<file path="src/rtl/dram_cmd_pkg.sv">
package dram_cmd_pkg;
  typedef enum logic [2:0] {
    CMD_NOP,
    CMD_ACT,
    CMD_RD,
    CMD_WR,
    CMD_PRE,
    CMD_REF
  } cmd_e;
endpackage

</file>
<file path="src/rtl/dram_cmd_decode.sv">
module dram_cmd_decode
  import dram_cmd_pkg::*;
(
  input  logic cs_n,
  input  logic ras_n,
  input  logic cas_n,
  input  logic we_n,
  input  logic sfn,
  output cmd_e cmd
);
  always_comb begin
    cmd = CMD_NOP;
    if (!cs_n && !sfn) begin
      unique case ({ras_n, cas_n, we_n})
        3'b011:  cmd = CMD_ACT;
        3'b101:  cmd = CMD_RD;
        3'b100:  cmd = CMD_WR;
        3'b010:  cmd = CMD_PRE;
        3'b001:  cmd = CMD_REF;
        default: cmd = CMD_NOP;
      endcase
    end
  end
endmodule

</file>
<file path="src/rtl/dram_bank_slot.sv">
module dram_bank_slot #(
  parameter int ROW_W = 9
) (
  input  logic             clk,
  input  logic             rst,
  input  logic             en,
  input  logic             act,
  input  logic             close,
  input  logic [ROW_W-1:0] row_in,
  output logic             open_q,
  output logic [ROW_W-1:0] row_q
);
  always_ff @(posedge clk) begin
    if (rst) begin
      open_q <= 1'b0;
      row_q  <= '0;
    end else if (en) begin
      if (act) begin
        open_q <= 1'b1;
        row_q  <= row_in;
      end else if (close) begin
        open_q <= 1'b0;
      end
    end
  end

  // the front end only activates a bank that is closed
  a_r3_act_only_closed: assert property (@(posedge clk) disable iff (rst)
    (en && act) |-> !open_q);

  // an open bank keeps its row until something closes it
  a_r2_row_held: assert property (@(posedge clk) disable iff (rst)
    (open_q && !(en && close)) |=> (open_q && $stable(row_q)));
endmodule

</file>
<file path="src/rtl/dram_burst_timer.sv">
module dram_burst_timer #(
  parameter int BURST_LEN = 4,
  parameter int BANKS     = 2
) (
  input  logic                     clk,
  input  logic                     rst,
  input  logic                     en,
  input  logic                     start,
  input  logic                     ap_in,
  input  logic [$clog2(BANKS)-1:0] bank_in,
  output logic                     busy,
  output logic                     ap_busy,
  output logic [BANKS-1:0]         close_req
);
  localparam int CNT_W = $clog2(BURST_LEN + 1);
  localparam int BW    = $clog2(BANKS);

  logic [CNT_W-1:0] rem;
  logic             ap_q;
  logic [BW-1:0]    bank_q;
  logic             last_beat;

  always_ff @(posedge clk) begin
    if (rst) begin
      rem    <= '0;
      ap_q   <= 1'b0;
      bank_q <= '0;
    end else if (en) begin
      if (start) begin
        rem    <= CNT_W'(BURST_LEN);
        ap_q   <= ap_in;
        bank_q <= bank_in;
      end else if (rem != '0) begin
        rem <= rem - 1'b1;
        if (rem == CNT_W'(1)) ap_q <= 1'b0;
      end
    end
  end

  assign busy      = (rem != '0);
  assign ap_busy   = ap_q && busy;
  assign last_beat = en && !start && (rem == CNT_W'(1));

  for (genvar b = 0; b < BANKS; b++) begin : g_close
    assign close_req[b] = last_beat && ap_q && (bank_q == BW'(b));
  end

  // no new burst may start on top of an auto-precharge burst
  a_r11_no_start_in_ap: assert property (@(posedge clk) disable iff (rst)
    (en && ap_busy) |-> !start);

  // a started burst is visible as busy on the next cycle
  a_r4_start_busy: assert property (@(posedge clk) disable iff (rst)
    (en && start) |=> busy);

  // the last beat ends the burst
  a_r6_burst_ends: assert property (@(posedge clk) disable iff (rst)
    last_beat |=> !busy);
endmodule

</file>
<file path="src/rtl/dram_mask_pipe.sv">
module dram_mask_pipe #(
  parameter int LANES  = 4,
  parameter int RD_LAT = 2
) (
  input  logic             clk,
  input  logic             rst,
  input  logic             en,
  input  logic [LANES-1:0] mask_in,
  output logic [LANES-1:0] rd_mask,
  output logic [LANES-1:0] wr_mask
);
  logic [RD_LAT:0][LANES-1:0] stg;

  always_ff @(posedge clk) begin
    if (rst)     stg[0] <= '0;
    else if (en) stg[0] <= mask_in;
  end

  for (genvar i = 1; i <= RD_LAT; i++) begin : g_stage
    always_ff @(posedge clk) begin
      if (rst)     stg[i] <= '0;
      else if (en) stg[i] <= stg[i-1];
    end
  end

  always_ff @(posedge clk) begin
    if (rst)     wr_mask <= '0;
    else if (en) wr_mask <= mask_in;
  end

  assign rd_mask = stg[RD_LAT];
endmodule

</file>
<file path="src/rtl/dram_cmd_front.sv">
module dram_cmd_front
  import dram_cmd_pkg::*;
#(
  parameter int ROW_W       = 9,
  parameter int COL_W       = 8,
  parameter int LANES       = 4,
  parameter int BURST_LEN   = 4,
  parameter int REF_ROWS    = 1024,
  parameter int RD_MASK_LAT = 2
) (
  input  logic                          clk,
  input  logic                          rst,
  input  logic                          cke,
  input  logic                          cs_n,
  input  logic                          ras_n,
  input  logic                          cas_n,
  input  logic                          we_n,
  input  logic                          sfn,
  input  logic [ROW_W:0]                addr,
  input  logic [LANES-1:0]              bmask,
  output logic [1:0]                    bank_open,
  output logic [2*ROW_W-1:0]            open_rows,
  output logic                          col_valid,
  output logic                          col_is_wr,
  output logic                          col_bank,
  output logic [COL_W-1:0]              col_addr,
  output logic                          burst_busy,
  output logic                          ref_pulse,
  output logic [$clog2(REF_ROWS)-1:0]   ref_row,
  output logic                          cmd_err,
  output logic [LANES-1:0]              rd_dqm,
  output logic [LANES-1:0]              wr_dqm
);
  localparam int BANKS    = 2;
  localparam int BANK_BIT = ROW_W;
  localparam int AP_BIT   = ROW_W - 1;
  localparam int REF_W    = $clog2(REF_ROWS);

  cmd_e             cmd;
  logic             cke_q;
  logic             eff;
  logic             sel_bank;
  logic             sel_open;
  logic             col_cmd;
  logic             col_ok;
  logic             act_ok;
  logic             ref_ok;
  logic             err_now;
  logic             ap_busy;
  logic [BANKS-1:0] close_req;
  logic [BANKS-1:0] pre_hit;

  always_ff @(posedge clk) begin
    if (rst) cke_q <= 1'b0;
    else     cke_q <= cke;
  end
  assign eff = cke_q;

  dram_cmd_decode u_dec (
    .cs_n (cs_n),
    .ras_n(ras_n),
    .cas_n(cas_n),
    .we_n (we_n),
    .sfn  (sfn),
    .cmd  (cmd)
  );

  assign sel_bank = addr[BANK_BIT];
  assign sel_open = bank_open[sel_bank];
  assign col_cmd  = (cmd == CMD_RD) || (cmd == CMD_WR);
  assign col_ok   = col_cmd && sel_open && !ap_busy;
  assign act_ok   = (cmd == CMD_ACT) && !sel_open;
  assign ref_ok   = (cmd == CMD_REF) && (bank_open == '0);
  assign err_now  = (col_cmd && !col_ok)
                  || ((cmd == CMD_ACT) && sel_open)
                  || ((cmd == CMD_REF) && !ref_ok);

  for (genvar b = 0; b < BANKS; b++) begin : g_bank
    assign pre_hit[b] = (cmd == CMD_PRE) && (addr[AP_BIT] || (sel_bank == 1'(b)));

    dram_bank_slot #(.ROW_W(ROW_W)) u_slot (
      .clk   (clk),
      .rst   (rst),
      .en    (eff),
      .act   (act_ok && (sel_bank == 1'(b))),
      .close (pre_hit[b] || close_req[b]),
      .row_in(addr[ROW_W-1:0]),
      .open_q(bank_open[b]),
      .row_q (open_rows[b*ROW_W +: ROW_W])
    );
  end

  dram_burst_timer #(.BURST_LEN(BURST_LEN), .BANKS(BANKS)) u_burst (
    .clk      (clk),
    .rst      (rst),
    .en       (eff),
    .start    (col_ok),
    .ap_in    (addr[AP_BIT]),
    .bank_in  (sel_bank),
    .busy     (burst_busy),
    .ap_busy  (ap_busy),
    .close_req(close_req)
  );

  dram_mask_pipe #(.LANES(LANES), .RD_LAT(RD_MASK_LAT)) u_mask (
    .clk    (clk),
    .rst    (rst),
    .en     (eff),
    .mask_in(bmask),
    .rd_mask(rd_dqm),
    .wr_mask(wr_dqm)
  );

  always_ff @(posedge clk) begin
    if (rst) begin
      col_valid <= 1'b0;
      col_is_wr <= 1'b0;
      col_bank  <= 1'b0;
      col_addr  <= '0;
      ref_pulse <= 1'b0;
      ref_row   <= '0;
      cmd_err   <= 1'b0;
    end else if (eff) begin
      col_valid <= col_ok;
      ref_pulse <= ref_ok;
      cmd_err   <= err_now;
      if (col_ok) begin
        col_is_wr <= (cmd == CMD_WR);
        col_bank  <= sel_bank;
        col_addr  <= addr[COL_W-1:0];
      end
      if (ref_ok) begin
        ref_row <= (ref_row == REF_W'(REF_ROWS - 1)) ? '0 : ref_row + 1'b1;
      end
    end else begin
      col_valid <= 1'b0;
      ref_pulse <= 1'b0;
      cmd_err   <= 1'b0;
    end
  end

  // a deselected edge neither accepts nor rejects anything
  a_r1_deselect_quiet: assert property (@(posedge clk) disable iff (rst)
    (eff && cs_n) |=> (!col_valid && !cmd_err && !ref_pulse && $stable(open_rows)));

  // a suspended edge freezes bank state and drops pulses
  a_r10_suspend_quiet: assert property (@(posedge clk) disable iff (rst)
    !cke_q |=> (!col_valid && !cmd_err && !ref_pulse && $stable(bank_open) && $stable(ref_row)));

  // a refresh is only accepted with every bank closed
  a_r8_ref_closed: assert property (@(posedge clk) disable iff (rst)
    ref_pulse |-> (bank_open == '0));

  // an accepted column command targets an open bank
  a_r5_col_open: assert property (@(posedge clk) disable iff (rst)
    col_valid |-> bank_open[col_bank]);

  // a reported error excludes any acceptance pulse
  a_r3_err_exclusive: assert property (@(posedge clk) disable iff (rst)
    cmd_err |-> (!col_valid && !ref_pulse));
endmodule

</file>
<file path="config.mk">
export PLATFORM = sky130hd
export DESIGN_NAME = dram_cmd_front
export DESIGN_NICKNAME = d
export VERILOG_FILES = /design/src/rtl/dram_cmd_pkg.sv /design/src/rtl/dram_cmd_decode.sv /design/src/rtl/dram_bank_slot.sv /design/src/rtl/dram_burst_timer.sv /design/src/rtl/dram_mask_pipe.sv /design/src/rtl/dram_cmd_front.sv
export SDC_FILE = /design/constraint.sdc
export NUM_CORES = 1
export LEC_CHECK = 0
export BUFFER_PORTS_ARGS = -buffer_cell sky130_fd_sc_hd__buf_2
export CORE_MARGIN = 3
export CORE_UTILIZATION = 30
export DETAILED_ROUTE_END_ITERATION = 8
export GPL_ROUTABILITY_DRIVEN = 0
export SLEW_MARGIN = 0
export SYNTH_ARGS = -nofsm -noshare
export SYNTH_HDL_FRONTEND = slang
export SYNTH_HIERARCHICAL = 1
export SYNTH_SLANG_ARGS = --single-unit
</file>
<file path="constraint.sdc">
create_clock -name clk -period 3.3 [get_ports clk]
set_clock_uncertainty 0.15 [all_clocks]
set_input_delay 0.66 -clock clk [delete_from_list [all_inputs] [get_ports clk]]
set_output_delay 0.66 -clock clk [all_outputs]
set_load 0.01 [all_outputs]
</file>
==> metrics, run 1 <==
status=complete, no violations; CP Max Fanout=6; switching power=0.370 mW; Area Growth Syn to Fin=20.2%; hpwl dp=4710 um; fraction of registers with async set/reset=0; DRC viols=0; share of power burned in registers=0.495; maximum root-to-sink buffer count=2; Rel. slew slack=0.538; area of the mapped netlist=3040 um2; post-synthesis sequential area ratio=0.401; CTS clk-pin slew, worst paths=0.07 ns; vias in the first global route=2256; EDFF count, synth=0; postcts setup bufs=0; Gate power share=0.063; antenna viol nets, final=0; R2R Setup Slk=0.99 ns; share of layout cells above drive strength 1=0.400; Synth Register Bits=61; syn avg cell area=10.3 um2; row count=36; Finish-stage setup viols=0; synthesis warning total=6; worst slew pin tran=0.687 ns; Synth Flop Type=dfxtp_1; routed len/inst=13.5 um; minimum clock period=2.55 ns; die area=11400 um2; DIE WIDTH=107 um; Slew Limit Fails=0; Leak=1.46 nW; routed wire length=6810 um; cells after synthesis=295; Seq. cell area=1220 um2; critical path launch point type=input port; RSZ-0062 raised after global routing=no; CP Data Required Time=3.35 ns; TNS Setup=0 ns; largest net degree at the start of global routing=50; worst setup path category=input port to flip-flop; Yosys cell types=52; Worst Reg-to-Reg Cells=9; clk_lat worst skew=0.33 ns; DRT iter0 DRCs=74; GRT Total Usage=0.126; final antenna diode count=0; fin nets=391; Detailed Routing Iterations Pass 1=4; worst min-delay path class=flip-flop to flip-flop; Sinks on Clock Net=61; Clock H-tree levels=3; clock power share=0.442; Tcrit/Tclk final=0.773; CP Capture Type=flip-flop; Initial Util=0.310; global-route wire length before repair=11400 um; most common cell after layout, fill and taps aside=buf_2; total number of vias=2325; Final Hold Viols=0; Cell Int Power=1.14 mW; worst hold endpoint=u_burst/bank_q$_SDFFE_PP0P_; Overflow after GRT=0; Port Buffer Count=73; cts hold-fix bufs=0; commonest non-fill, non-tap cells in the layout=73 x buf_2, 60 x dfxtp_1, 36 x nor2_1; max frequency=392 MHz; initial antenna violation count=0; CP arrival=2.60 ns; worst flop-to-flop path endpoint=u_burst/rem[0]$_SDFFE_PP0P_; Max Cap Viol=0; core footprint=9820 um2; post-cts resize count=0; clock root buffer=clkbuf_8; Power Density=413 nW/um2; switching share of power=0.244; beginning of the worst hold path=u_burst/bank_q$_SDFFE_PP0P_; Die Ht=107 um; hold depth=2; CTS tree=built; WHS=0.325 ns; syn nets=321; RR Startpoint=u_burst/rem[0]$_SDFFE_PP0P_; post-DR vias/cell=4.62; IO Count=74; # fillers=1033; TritonCTS Buffers=9; Max VDD drop=0.214 mV; area of the multi-input gates=1610 um2
## cells by family after synthesis
family / Yosys count / synth area share
DFF: 61 / 0.401
muxes: 24 / 0.0790
xor gates and xnor gates: 7 / 0.0202
buffers and inverters: 27 / 0.0724
AOI/OAI and AO/OA: 60 / 0.171
and+or+nand+nor: 112 / 0.240
adders and majority gates: 4 / 0.0165
## worst max path at each step
stage | start | endpoint | slack, ns | cells past startpoint
CTS | we_n | ref_row[1]$_SDFFE_PP0P_ | 0.75 | 7
global route | we_n | ref_row[1]$_SDFFE_PP0P_ | 0.58 | 7
global placement | we_n | ref_row[0]$_SDFFE_PP0P_ | 0.50 | 7
detailed placement | we_n | ref_row[1]$_SDFFE_PP0P_ | 0.42 | 7
floorplan | cas_n | g_bank[0].u_slot/open_q$_SDFFE_PP0P_ | 0.34 | 9
finish | we_n | ref_row[1]$_SDFFE_PP0P_ | 0.75 | 7
## flip-flops by register name, indices dropped and copies added, names as in the netlist, 2 cells and up
name and count:
u_mask/stg 4, u_mask/rd_mask 4, g_bank.u_slot/row_q 18, ref_row 10, col_addr 8, u_mask/wr_mask 4
u_burst/rem 3, g_bank.u_slot/open_q 2
## power by group through the flow
stage / Sequential, mW / Combinational (mW) / Clock (mW)
floorplan: 0.764 / 0.0636 / 0
global placement: 0.766 / 0.0951 / 0
detailed placement: 0.766 / 0.0961 / 0
CTS: 0.749 / 0.0962 / 0.691
global route: 0.750 / 0.105 / 0.726
finish: 0.749 / 0.0947 / 0.669
## stage by stage
stage	cell area, um2	utilization	power [mW]	std cells	worst slack [ns]
final	3660	0.372	1.51	503	0.751
after global routing	3660	0.372	1.58	503	0.583
after CTS	3660	0.372	1.54	503	0.750
after detailed placement	3460	0.352	0.862	487	0.418
after global placement	3460	0.352	0.861	487	0.496
after floorplan	3040	-	0.827	295	0.339
## routing by layer
layer  share of wire  routed length (um)  vias to the layer above  global-route usage
met2            0.44                3000                       49               0.186
met3           0.052                 351                       14              0.0325
met5               0                   0                        -                   0
li1                -                   -                     1176                   -
met1            0.49                3320                     1086               0.168
met4           0.021                 146                        0              0.0667
## critical path, stage by stage
cell,delay (ns)
buf_2,0.12
or3b_1,0.38
a211oi_2,0.28
nor3b_4,0.30
nand3_1,0.11
o31ai_1,0.62
nor2_1,0.12
## cell usage after synthesis (4+ instances only)
cell type   n  area, um2
a21oi_1     7       35.0
nand2_1     8       30.0
nand3_1     7       35.0
dfxtp_1    61       1220
nor2b_1     5       31.3
buf_4      10       75.1
nor2_1     36        135
buf_6       6       67.6
inv_1       4       15.0
ha_1        4       50.1
a21oi_2    18        158
and2_1      4       25.0
nor3_1      4       20.0
nand3_2    16        160
a21bo_1    18        180
xor2_1      5       43.8
mux2i_1    24        240
## area by class of cell
cell class	count	area share
repair buffers	82	0.122
multi-input cells	207	0.440
inverters	4	0.00411
clock inverters	6	0.0171
well taps	133	0.0455
flip-flops and latches	61	0.334
clock buffers	10	0.0376
(Power assumes the default switching activity.)
==> inputs of run 2 (changes only) <==
==> constraint.sdc (replaced) <==
create_clock -name clk -period 2.4 [get_ports clk]
set_clock_uncertainty 0.15 [all_clocks]
set_input_delay 0.48 -clock clk [delete_from_list [all_inputs] [get_ports clk]]
set_output_delay 0.48 -clock clk [all_outputs]
set_load 0.01 [all_outputs]
==> metrics, run 2 (synthesized netlist as in run 1, its figures left out) <==
status=complete, no violations; CP delay by family, top=simple AND/OR/NAND/NOR gates; Gate power share=0.066 (+0.003); wl on met1=3170 um (-4.4%); max frequency=445 MHz; Initial Util=0.310 (unchanged); CP peak stage delay=0.39 ns (-0.23 ns); CTS clk-pin slew, worst paths=0.07 ns (about the same); switching share of power=0.221 (-0.0230); antenna viol nets, final=0 (unchanged); post-cts resize count=0 (unchanged); Largest Register=g_bank.u_slot/row_q; minimum clock period=2.25 ns; DRC viols=0 (unchanged); most common cell after layout, fill and taps aside=buf_2; Final Power=2.20 mW (+46%); worst setup path category=input port to flip-flop; total number of vias=2342 (+0.73%); Finish-stage setup viols=0 (unchanged); commonest non-fill, non-tap cells in the layout=73 x buf_2, 60 x dfxtp_1, 36 x nor2_1; cts hold-fix bufs=0 (unchanged); Power Density=581 nW/um2 (+41%); Leak=1.53 nW (+4.3%); TNS Setup=0 ns (unchanged); CP Max Fanout=5 (-1); initial antenna violation count=0 (unchanged); largest net degree at the start of global routing=62 (+24%); top routing layer in use=met4; clock power share=0.468 (+0.026); Largest regs=g_bank.u_slot/row_q x18, ref_row x10, col_addr x8; Die Ht=107 um (unchanged); postcts setup bufs=0 (unchanged); routed wire length=6840 um (+0.48%); CP Capture Type=flip-flop; DIE WIDTH=107 um (unchanged); Clock H-tree levels=3 (unchanged); Bufs and invs on worst path=1 (unchanged); Routed met3 length=435 um (+24%); clock root buffer=clkbuf_8; Area Growth Syn to Fin=24.6%; hpwl dp=4880 um (+3.6%); CP arrival=2.37 ns (-0.23 ns); TritonCTS Buffers=9 (unchanged); count of non-filler cells in the finished layout=509 (+1.2%); RSZ-0062 raised after global routing=no; worst slew pin tran=0.401 ns (-0.286 ns); Overflow after GRT=0 (unchanged); share of power burned in registers=0.466 (-0.029); Final WS setup=0.153 ns (-0.597 ns); CP cell instances=buf_2, or3b_1, a211oi_2, nor3b_4, nand4_1, or3_1, a21oi_1; Final Hold Viols=0 (unchanged); Max VDD drop=0.329 mV (+54%); share of layout cells above drive strength 1=0.412 (+0.0122); max FFs per register=18 (unchanged); Slew Limit Fails=0 (unchanged); switching power=0.488 mW (+32%); die area=11400 um2 (unchanged); Tcrit/Tclk final=0.936; fin nets=397 (+1.5%); final antenna diode count=0 (unchanged); GRT Total Usage=0.125 (-0.000794); worst min-delay path class=input port to flip-flop; Max Cap Viol=0 (unchanged); critical path launch point type=input port; Rel. slew slack=0.725 (+0.187); Met2 Wirelength=3130 um (+4.6%); core footprint=9820 um2 (unchanged); Port Buffer Count=73 (unchanged); vias in the first global route=2322 (+2.9%); global-route wire length before repair=11400 um (-0.18%); row count=36 (unchanged); clk_lat worst skew=0.33 ns (about the same); Detailed Routing Iterations Pass 1=4 (unchanged); CP Data Required Time=2.52 ns (-0.83 ns); CTS tree=built; routed len/inst=13.4 um (-0.70%); CP max stage cell=or3b_1; IO Count=74 (unchanged); DRT iter0 DRCs=112 (+51%); placed cell count=493 (+1.2%); Cell Int Power=1.72 mW (+50%); # fillers=1026 (-0.68%); maximum root-to-sink buffer count=2 (unchanged); post-DR vias/cell=4.60 (-0.46%); Finished Core Util=0.386 (+0.0136); Place WS=-0.180 ns (-0.597 ns); Sinks on Clock Net=61 (unchanged)
==> run 2: cell types whose count changed in the layout (fill, tap and decap cells not counted), sizes merged <==
cell,before,now
buf,82,88
clkbuf,10,12
bufinv,1,2
clkinvlp,3,0
==> run 2: metal layers <==
metal	up-vias	track usage
li1	1192	-
met1	1096	0.158
met2	46	0.194
met3	8	0.0397
met4	0	0.0575
met5	-	0
==> run 2: final timing paths <==
kind / slack [ns] / depth (start not counted) / endpoint / start
worst min-delay path: 0.21 / 2 / cke_q$_SDFF_PP0_ / cke
worst max-delay path: 0.15 / 7 / ref_row[9]$_SDFFE_PP0P_ / we_n
worst max register to register: 0.18 / 11 / g_bank[0].u_slot/open_q$_SDFFE_PP0P_ / u_burst/rem[0]$_SDFFE_PP0P_
worst min register to register: 0.34 / 2 / u_burst/bank_q$_SDFFE_PP0P_ / u_burst/bank_q$_SDFFE_PP0P_
==> run 2: worst reg2reg max path: stages, from the launching register on <==
cell and delay, ns:
dfxtp_1 0.36, inv_1 0.09, ha_1 0.24, nand2b_1 0.16, and2_1 0.25, nor3_2 0.08
and2b_4 0.27, nand4b_1 0.12, nor2_1 0.09, o21bai_1 0.10, nand2_1 0.08, o2bb2ai_2 0.13
==> run 2: power by group through the flow <==
stage	clock (mW)	sequential, mW	combinational, mW
after global placement	0	1.05	0.145
after CTS	1.06	1.03	0.147
after detailed placement	0	1.05	0.147
after floorplan	0	1.05	0.0883
after global routing	1.10	1.03	0.160
final	1.03	1.03	0.146
==> run 2: per-stage QoR <==
stage	instance area, um2	hold WS, ns
2_1_floorplan	3060	0.294
3_3_place_gp	3570	0.321
3_5_place_dp	3570	0.329
4_1_cts	3790	0.192
5_1_grt	3790	0.215
6_report	3790	0.210
==> run 2: cell type report <==
| type | instances | area (um2) | area share |
|---|---|---|---|
| multi-input cells | 207 | 1620 | 0.428 |
| flip-flops and latches | 61 | 1220 | 0.322 |
| repair buffers | 88 | 541 | 0.143 |
| well taps | 133 | 166 | 0.0439 |
| clock buffers | 12 | 155 | 0.0409 |
| clock inverters | 4 | 70.1 | 0.0185 |
| inverters | 4 | 15.0 | 0.00396 |
==> inputs of run 3 (changes only) <==
--- a/config.mk
+++ b/config.mk
@@ -6,7 +6,7 @@
 export NUM_CORES = 1
 export LEC_CHECK = 0
 export BUFFER_PORTS_ARGS = -buffer_cell sky130_fd_sc_hd__buf_2
-export CORE_MARGIN = 3
+export CORE_MARGIN = 2
 export CORE_UTILIZATION = 30
 export DETAILED_ROUTE_END_ITERATION = 8
 export GPL_ROUTABILITY_DRIVEN = 0
==> constraint.sdc (replaced) <==
create_clock -name clk -period 2.7 [get_ports clk]
set_clock_uncertainty 0.15 [all_clocks]
set_input_delay 0.54 -clock clk [delete_from_list [all_inputs] [get_ports clk]]
set_output_delay 0.54 -clock clk [all_outputs]
set_load 0.01 [all_outputs]
==> metrics, run 3 (synthesized netlist as in run 1, its figures left out) <==
routed len/inst=13.6 um (+1.2%); Slew Limit Fails=0 (unchanged); Largest Register=g_bank.u_slot/row_q; DP Area=3490 um2 (-2.1%); Finish-stage setup viols=0 (unchanged); post-DR vias/cell=4.66 (+1.3%); Initial Util=0.310 (unchanged); post-cts resize count=0 (unchanged); Max Cap Viol=0 (unchanged); Final Hold Viols=0 (unchanged); TritonCTS Buffers=9 (unchanged); status=complete, no violations; DRC viols=0 (unchanged); cts hold-fix bufs=0 (unchanged); Area Growth Syn to Fin=21.8%; CP Data Required Time=2.81 ns (+0.29 ns); postcts setup bufs=0 (unchanged); Die Ht=105 um (-1.9%); Overflow after GRT=0 (unchanged); hpwl dp=4690 um (-3.9%); vias in the first global route=2194 (-5.5%); final antenna diode count=0 (unchanged); antenna viol nets, final=0 (unchanged); max frequency=423 MHz; IO Count=74 (unchanged); Largest regs=g_bank.u_slot/row_q x18, ref_row x10, col_addr x8; clk_lat worst skew=0.33 ns (about the same); total number of vias=2354 (+0.51%); fin nets=393 (-1.0%); most common cell after layout, fill and taps aside=buf_2; CP Max Fanout=6 (+1); count of non-filler cells in the finished layout=505 (-0.79%); Leak=1.48 nW (-3.2%); worst setup path category=input port to flip-flop; Power Density=519 nW/um2 (-11%); worst min-delay path class=input port to flip-flop; die area=11000 um2 (-3.7%); share of layout cells above drive strength 1=0.403 (-0.00901); initial antenna violation count=0 (unchanged); largest net degree at the start of global routing=59 (-4.8%); GRT Total Usage=0.124 (-0.00113); core footprint=9820 um2 (unchanged); DRT iter0 DRCs=93 (-17%); clock root buffer=clkbuf_8; global-route wire length before repair=11000 um (-3.7%); row count=36 (unchanged); commonest non-fill, non-tap cells in the layout=73 x buf_2, 60 x dfxtp_1, 36 x nor2_1; Rel. slew slack=0.471 (-0.254); CP arrival=2.48 ns (+0.11 ns); # fillers=1027 (+0.097%); max FFs per register=18 (unchanged); Sinks on Clock Net=61 (unchanged); placed cell count=489 (-0.81%); RSZ-0062 raised after global routing=no; CTS tree=built; TNS Setup=0 ns (unchanged); Post-Layout Inst Area=3710 um2 (-2.2%); routed wire length=6870 um (+0.37%); Clock H-tree levels=3 (unchanged); maximum root-to-sink buffer count=2 (unchanged); Max VDD drop=0.304 mV (-7.7%); DIE WIDTH=105 um (-1.9%); Detailed Routing Iterations Pass 1=4 (unchanged); Port Buffer Count=73 (unchanged); CP Capture Type=flip-flop; CTS clk-pin slew, worst paths=0.07 ns (about the same); critical path launch point type=input port; Tcrit/Tclk final=0.876; minimum clock period=2.36 ns; worst slew pin tran=0.794 ns (+0.393 ns)
==> run 3: cell count changes in the layout (fill, tap and decap cells not counted), sizes merged <==
cell,before,now
buf,88,84
clkinvlp,0,3
clkbuf,12,10
clkinv,2,1
==> run 3: stage by stage <==
stage               hold slack [ns]   util  worst slack, ns  power (mW)
finish                        0.276  0.377            0.336        1.92
global route                  0.267  0.377            0.190        2.00
CTS                           0.259  0.377            0.376        1.95
detailed placement            0.319  0.356          0.00618        1.06
global placement              0.315  0.356            0.120        1.05
floorplan                     0.294      -            0.144        1.01
==> run 3: final timing paths <==
check / from / to / slack (ns) / depth (start not counted)
setup / recovery: we_n / ref_row[9]$_SDFFE_PP0P_ / 0.34 / 7
hold / removal: cke / cke_q$_SDFF_PP0_ / 0.28 / 2
setup reg to reg: u_burst/rem[0]$_SDFFE_PP0P_ / g_bank[0].u_slot/open_q$_SDFFE_PP0P_ / 0.42 / 11
hold reg to reg: u_burst/bank_q$_SDFFE_PP0P_ / u_burst/bank_q$_SDFFE_PP0P_ / 0.33 / 2
==> run 3: final cells by class <==
cell class | instances | area, um2 | area share
well taps | 133 | 166 | 0.0449
clock inverters | 6 | 87.6 | 0.0236
multi-input cells | 207 | 1610 | 0.436
repair buffers | 84 | 473 | 0.128
flip-flops and latches | 61 | 1220 | 0.330
inverters | 4 | 15.0 | 0.00405
clock buffers | 10 | 128 | 0.0344
==> run 3: critical path: stages <==
cell,delay [ns]
buf_2,0.12
or3b_1,0.39
a211oi_2,0.41
nor3b_4,0.34
nand4_1,0.20
or3_1,0.34
a21oi_1,0.14
==> run 3: routing by layer <==
layer / wire length (um) / up-vias / share of wire / global-route usage
met4: 123 / 0 / 0.018 / 0.0514
met2: 3020 / 46 / 0.44 / 0.183
li1: - / 1182 / - / -
met3: 352 / 11 / 0.051 / 0.0418
met1: 3380 / 1115 / 0.49 / 0.166
met5: 0 / - / 0 / 0
==> run 3: power by group <==
group	internal [mW]	switching, mW	total, mW	leakage [nW]
sequential	0.906	0.00613	0.913	0.492
clock	0.518	0.369	0.887	0.0985
combinational	0.0438	0.0785	0.122	0.886
